[config.mk]
export PLATFORM = sky130hd
export DESIGN_NAME = dptx_encoder
export DESIGN_NICKNAME = d
export VERILOG_FILES = /design/src/rtl/dptx_pkg.sv /design/src/rtl/dptx_cell_timer.sv /design/src/rtl/dptx_bit_hold.sv /design/src/rtl/dptx_pulse_shaper.sv /design/src/rtl/dptx_encoder.sv
export SDC_FILE = /design/constraint.sdc
export NUM_CORES = 1
export LEC_CHECK = 0
export BUFFER_PORTS_ARGS = -buffer_cell sky130_fd_sc_hd__buf_2
export CAP_MARGIN = 20
export CELL_PAD_IN_SITES_DETAIL_PLACEMENT = 1
export CELL_PAD_IN_SITES_GLOBAL_PLACEMENT = 1
export CORE_AREA = 2 2 39 41
export DETAILED_ROUTE_END_ITERATION = 10
export DIE_AREA = 0 0 41 43
export PLACE_DENSITY_LB_ADDON = 0.1
export SLEW_MARGIN = 40
export SYNTH_ARGS = -nofsm -noshare
export SYNTH_HDL_FRONTEND = slang
export SYNTH_HIERARCHICAL = 1
export SYNTH_SLANG_ARGS = --single-unit
export TNS_END_PERCENT = 100
[constraint.sdc]
create_clock -name clk -period 1.55 [get_ports clk]
set_input_delay 0.31 -clock clk [delete_from_list [all_inputs] [get_ports clk]]
set_output_delay 0.31 -clock clk [all_outputs]
set_load 0.05 [all_outputs]
[src/rtl/dptx_pkg.sv]
package dptx_pkg;

   // clocks of one bit cell for a given clock and bit rate
   function automatic int cell_clocks(input int clk_hz, input int rate_bps);
      return clk_hz / rate_bps;
   endfunction

   // clocks covered by a pulse of width_ns at clk_hz (clk_hz a multiple of 1 MHz)
   function automatic int pulse_clocks(input int clk_hz, input int width_ns);
      return ((clk_hz / 1_000_000) * width_ns) / 1000;
   endfunction

   typedef struct packed {
      logic drv_a;
      logic drv_b;
   } dptx_drive_t;

endpackage

[src/rtl/dptx_cell_timer.sv]
module dptx_cell_timer #(
   parameter int CELL_CLKS = 8,
   parameter int PHASE_W   = 3
) (
   input  logic               clk,
   input  logic               rst_n,
   input  logic               req,
   output logic               take,
   output logic               active,
   output logic [PHASE_W-1:0] phase
);

   localparam logic [PHASE_W-1:0] LAST = PHASE_W'(CELL_CLKS - 1);

   logic at_last;

   assign at_last = active && (phase == LAST);
   assign take    = req && (!active || at_last);

   always_ff @(posedge clk or negedge rst_n) begin
      if (!rst_n) begin
         active <= 1'b0;
         phase  <= '0;
      end else if (take) begin
         active <= 1'b1;
         phase  <= '0;
      end else if (active) begin
         if (at_last) begin
            active <= 1'b0;
            phase  <= '0;
         end else begin
            phase <= phase + 1'b1;
         end
      end
   end


   cell_hold_chk: assert property (@(posedge clk) disable iff (!rst_n)
      (active && phase != LAST) |=> active);


   req_ignored_chk: assert property (@(posedge clk) disable iff (!rst_n)
      (active && phase != LAST) |=> (phase == $past(phase) + 1'b1));


   boundary_chain_chk: assert property (@(posedge clk) disable iff (!rst_n)
      (active && phase == LAST && req) |=> (active && phase == '0));


   idle_start_chk: assert property (@(posedge clk) disable iff (!rst_n)
      (!active && req) |=> (active && phase == '0));

endmodule

[src/rtl/dptx_bit_hold.sv]
module dptx_bit_hold (
   input  logic clk,
   input  logic rst_n,
   input  logic take,
   input  logic bit_in,
   output logic bit_val
);

   always_ff @(posedge clk or negedge rst_n) begin
      if (!rst_n)
         bit_val <= 1'b0;
      else if (take)
         bit_val <= bit_in;
   end


   bit_steady_chk: assert property (@(posedge clk) disable iff (!rst_n)
      !take |=> $stable(bit_val));

endmodule

[src/rtl/dptx_pulse_shaper.sv]
module dptx_pulse_shaper
   import dptx_pkg::*;
#(
   parameter int CELL_CLKS  = 8,
   parameter int PULSE_CLKS = 2,
   parameter int PHASE_W    = 3,
   parameter bit OUT_REG    = 1'b1
) (
   input  logic               clk,
   input  logic               rst_n,
   input  logic               active,
   input  logic               bit_val,
   input  logic [PHASE_W-1:0] phase,
   output logic               drv_a_n,
   output logic               drv_b_n
);

   localparam int B_END = 2 * PULSE_CLKS;

   dptx_drive_t raw;
   logic        fire;
   int          ph;

   assign ph   = int'(phase);
   assign fire = active && bit_val;

   always_comb begin
      raw.drv_a = !(fire && (ph < PULSE_CLKS));
      raw.drv_b = !(fire && (ph >= PULSE_CLKS) && (ph < B_END));
   end

   generate
      if (OUT_REG) begin : g_reg
         dptx_drive_t q;
         always_ff @(posedge clk or negedge rst_n) begin
            if (!rst_n)
               q <= '{drv_a: 1'b1, drv_b: 1'b1};
            else
               q <= raw;
         end
         assign drv_a_n = q.drv_a;
         assign drv_b_n = q.drv_b;
      end else begin : g_comb
         assign drv_a_n = raw.drv_a;
         assign drv_b_n = raw.drv_b;
      end
   endgenerate


   no_overlap_chk: assert property (@(posedge clk) disable iff (!rst_n)
      !(!drv_a_n && !drv_b_n));


   silent_zero_chk: assert property (@(posedge clk) disable iff (!rst_n)
      (!drv_a_n || !drv_b_n) |-> bit_val);


   b_follows_a_chk: assert property (@(posedge clk) disable iff (!rst_n)
      $fell(drv_b_n) |-> $past(!drv_a_n));

endmodule

[src/rtl/dptx_encoder.sv]
module dptx_encoder
   import dptx_pkg::*;
#(
   parameter int CLK_HZ   = 20_000_000,
   parameter int BIT_BPS  = 2_500_000,
   parameter int PULSE_NS = 100,
   parameter bit OUT_REG  = 1'b1
) (
   input  logic clk,
   input  logic rst_n,
   input  logic tx_req,
   input  logic tx_bit,
   output logic busy,
   output logic drv_a_n,
   output logic drv_b_n
);

   localparam int CELL_CLKS  = cell_clocks(CLK_HZ, BIT_BPS);
   localparam int PULSE_CLKS = pulse_clocks(CLK_HZ, PULSE_NS);
   localparam int PHASE_W    = (CELL_CLKS > 2) ? $clog2(CELL_CLKS) : 1;

   generate
      if (CLK_HZ % BIT_BPS != 0) begin : g_bad_rate
         $error("clock rate must be a whole multiple of the bit rate");
      end
      if (CLK_HZ % 1_000_000 != 0) begin : g_bad_clk
         $error("clock rate must be a whole number of MHz");
      end
      if (PULSE_CLKS < 1) begin : g_bad_pulse
         $error("pulse shorter than one clock");
      end
      if (2 * PULSE_CLKS > CELL_CLKS) begin : g_bad_fit
         $error("two pulses do not fit in one bit cell");
      end
   endgenerate

   logic               take;
   logic               active;
   logic               bit_val;
   logic [PHASE_W-1:0] phase;

   dptx_cell_timer #(
      .CELL_CLKS (CELL_CLKS),
      .PHASE_W   (PHASE_W)
   ) u_timer (
      .clk    (clk),
      .rst_n  (rst_n),
      .req    (tx_req),
      .take   (take),
      .active (active),
      .phase  (phase)
   );

   dptx_bit_hold u_hold (
      .clk     (clk),
      .rst_n   (rst_n),
      .take    (take),
      .bit_in  (tx_bit),
      .bit_val (bit_val)
   );

   dptx_pulse_shaper #(
      .CELL_CLKS  (CELL_CLKS),
      .PULSE_CLKS (PULSE_CLKS),
      .PHASE_W    (PHASE_W),
      .OUT_REG    (OUT_REG)
   ) u_shaper (
      .clk     (clk),
      .rst_n   (rst_n),
      .active  (active),
      .bit_val (bit_val),
      .phase   (phase),
      .drv_a_n (drv_a_n),
      .drv_b_n (drv_b_n)
   );

   assign busy = active;


   idle_high_chk: assert property (@(posedge clk) disable iff (!rst_n)
      (!busy && !$past(busy)) |-> (drv_a_n && drv_b_n));

endmodule

==> results by group <==
Setup path
  – Critical Path RT: between 1.5 and 2 ns
  – Data arrival, critical path: ~1.6 ns
  – Reg2Reg Depth: 5
  – Worst r2r src: u_timer/phase[0]
  – Crit Path Category: flop to flop
  – CP peak stage delay: around 0.39 ns
  – CP max stage cell: dfrtp_1
  – Critical path launch point type: flop
  – Reg-to-reg slack, setup: between 0.05 and 0.06 ns
  – CP Capture Type: flop
  – Worst flop-to-flop path endpoint: u_hold/bit_val
  – Worst-path maximum fanout: 2
  – Critical-path cell list: ha_2 -> ha_1 -> nand2b_1 -> and2_4 -> mux2_4

STA
  – Clk_skew: approximately 0.0062 ns
  – Setup TNS: 0 ns
  – Final worst path period need: 1.495 ns
  – Peak Freq: about 0.67 GHz
  – Final worst slack: 0.05474 ns
  – RSZ-0062 raised after global routing: false
  – Setup violations, final: 0
  – Slew @ Worst Pin: roughly 0.25 ns
  – Worst slew margin: 0.8348
  – Final period util: 0.9647
  – Final hold vios: 0
  – Slew Viols, Final: 0

GRT
  – Largest net degree at the start of global routing: 8
  – Antenna violations before repair: 0
  – Grt ovf: 0
  – Gr usage total: 0.09838
  – First-pass GRT wire length: between 1 and 1.5 mm
  – Vias in the first global route: around 270

Pwr
  – PD cells: between 2000 and 2500 nW/µm²
  – P_sw: between 0.3 and 0.4 mW
  – Net Sw Frac: 0.3508
  – Clock power frac: 0.157
  – Comb power frac: 0.507
  – Lkg Pwr: ~0.20 nW
  – P_int: around 0.66 mW
  – Peak supply drop: 0.5395 mV
  – Seq pwr share: 0.337

Flow run
  – Max-cap violations: 0

CTS
  – Reg clk slew, reported paths: around 0.050 ns
  – Clock sinks: 7
  – Htree depth: 1
  – TritonCTS clock tree: built
  – CTS max path bufs: 2
  – Clock Latency Late Sink: approximately 0.24 ns
  – Root Driver: clkbuf_4
  – CTS Buf Count: 3

Synthesis
  – Post-synthesis compound-gate area fraction: 0.1235
  – Synth unique cells: 15
  – Synth Area per Inst: approximately 14 µm²
  – Mux share of post-synthesis cell area: 0.04781
  – Largest family of logic cells by synthesized area: simple AND/OR/NAND/NOR gates
  – Syn Inst Count: 22
  – Post-synthesis xor/xnor area fraction: 0
  – Syn_nets: 28
  – Ys Warns: 6
  – Post-synthesis adder-cell area fraction: 0.07968
  – Simple-gate share of the synthesized area: 0.1713
  – #FFs+latches synth: 7
  – Cell Area, Synth: 314.1 µm²
  – Post-synthesis sequential area ratio: 0.5657

Placement
  – Routability cong.: roughly 0.64
  – Place WS: about 0.031 ns
  – Area after DPL: 395.4 µm²
  – Port bufs: 6
  – Post-DP HPWL: 504.3 µm

Min path
  – Hold depth: 2
  – Hold path endpoint: u_hold/bit_val
  – Worst Hold Launch: tx_bit
  – Worst min path class: input pin to flop

Layout
  – Design Area, Final: ~440 µm²
  – Antenna diodes: 0
  – Most common cell after layout, fill and taps aside: buf_2
  – Layout area overhead: 40.64%
  – Nets: 45
  – Fill cell count: roughly 160
  – Core Util, Final: 0.3192
  – Commonest cells after routing, fill and taps aside: buf_2, buf_4, dfrtp_1
  – Layout cells sized above 1: 0.5526

Routing
  – Initial DRC count: 2
  – Drt wl/cell: 12.19 µm
  – Vias: 238
  – Pre-antenna DRT Iters: 3
  – Vias per cell: ~4.4
  – Drt total wl: between 600 and 700 µm
  – Antenna viol nets, final: 0
  – DRC Markers: 0

Floorplanning
  – Die extent in x: slightly above 40 µm
  – Die area: about 1800 µm²
  – Die Y: roughly 43 µm
  – Rows: 14
  – Starting density of the core: 0.2269
  – Io pins: 7
  – Core area: around 1400 µm²

Outcome
  – Status: complete, no violations
-- registers in the layout (all words and copies together), names as in the netlist --
register	count
u_shaper/drv_b_n	1
u_hold/bit_val	1
u_timer/phase	3
u_timer/active	1
u_shaper/drv_a_n	1
-- worst max-delay path by stage --
stage / to / slack [ns] / from / depth (start not counted)
finish: u_hold/bit_val / 0.05 / u_timer/phase[0] / 5
global route: u_hold/bit_val / 0.02 / u_timer/phase[0] / 5
CTS: u_hold/bit_val / 0.01 / u_timer/phase[0] / 5
detailed placement: u_hold/bit_val / 0.03 / u_timer/phase[0] / 5
global placement: u_hold/bit_val / 0.05 / u_timer/phase[0] / 5
floorplan: u_hold/bit_val / 0.02 / u_timer/phase[0] / 5
-- kinds of logic after synthesis --
family / count (synthesis)
AND/OR/NAND/NOR: 8
flip-flops: 7
AO/OA/AOI/OAI: 3
adder cells (fa/ha/maj): 2
buffers and inverters: 1
multiplexers: 1
-- routing by layer --
| layer | wire (µm) | vias up | track usage |
|---|---|---|---|
| met5 | 0 | - | 0 |
| met1 | 261 | 117 | 0.1096 |
| met3 | 24 | 2 | 0 |
| met4 | 19 | 0 | 0.1000 |
| li1 | - | 113 | - |
| met2 | 352 | 6 | 0.1531 |
-- power groups by stage --
stage	registers, mW	logic [mW]	clock network (mW)
final	0.345	0.519	0.161
after global placement	0.347	0.484	0
after CTS	0.346	0.504	0.166
after floorplan	0.440	0.248	0
after global routing	0.356	0.572	0.179
after detailed placement	0.348	0.494	0
-- stage by stage --
step,instances,total power [mW],hold slack [ns]
after detailed placement,48,0.8419,0.1523
final,54,1.024,0.3098
after CTS,53,1.017,0.3039
after global placement,48,0.8305,0.1462
after floorplan,22,0.6881,0.01441
after global routing,54,1.106,0.3043
-- critical path, delay by kind of cell, from the launching register on --
family / cells / cell delay, ns
flip-flops: 1 / 0.39
multiplexers: 1 / 0.28
AND/OR/NAND/NOR: 2 / 0.33
adder cells (fa/ha/maj): 2 / 0.38
-- synth_stat cells --
cell type	number	area share
inv_1	1	0.012
and2_2	1	0.024
dfstp_2	2	0.17
mux2_4	1	0.048
a32o_1	1	0.032
a2bb2o_4	1	0.064
nand2b_1	2	0.040
nand2_1	1	0.012
nand4b_1	1	0.028
a22o_1	1	0.028
nor2_1	1	0.012
dfrtp_1	5	0.40
nand4bb_1	1	0.036
ha_1	2	0.080
nor2_2	1	0.020
-- final cells by class --
cell class                      instances  area (µm²)  share of cell area
Tap cell                               16       20.02             0.04533
Clock buffer                            4       26.28             0.05949
Sequential cell                         7       177.7              0.4023
Timing Repair Buffer                   12       77.57              0.1756
Inverter                                1       3.754            0.008499
Multi-Input combinational cell         14       136.4              0.3088
-- repair_timing --
action                                  4_1_cts  5_1_grt
hold buffers                                  1        0
hold endpoints to repair                      5        0
buffers inserted                              0        1
resized for setup                             0        1
endpoints found under the setup margin        0        1
Note: power is estimated with default switching activity, not from simulation.
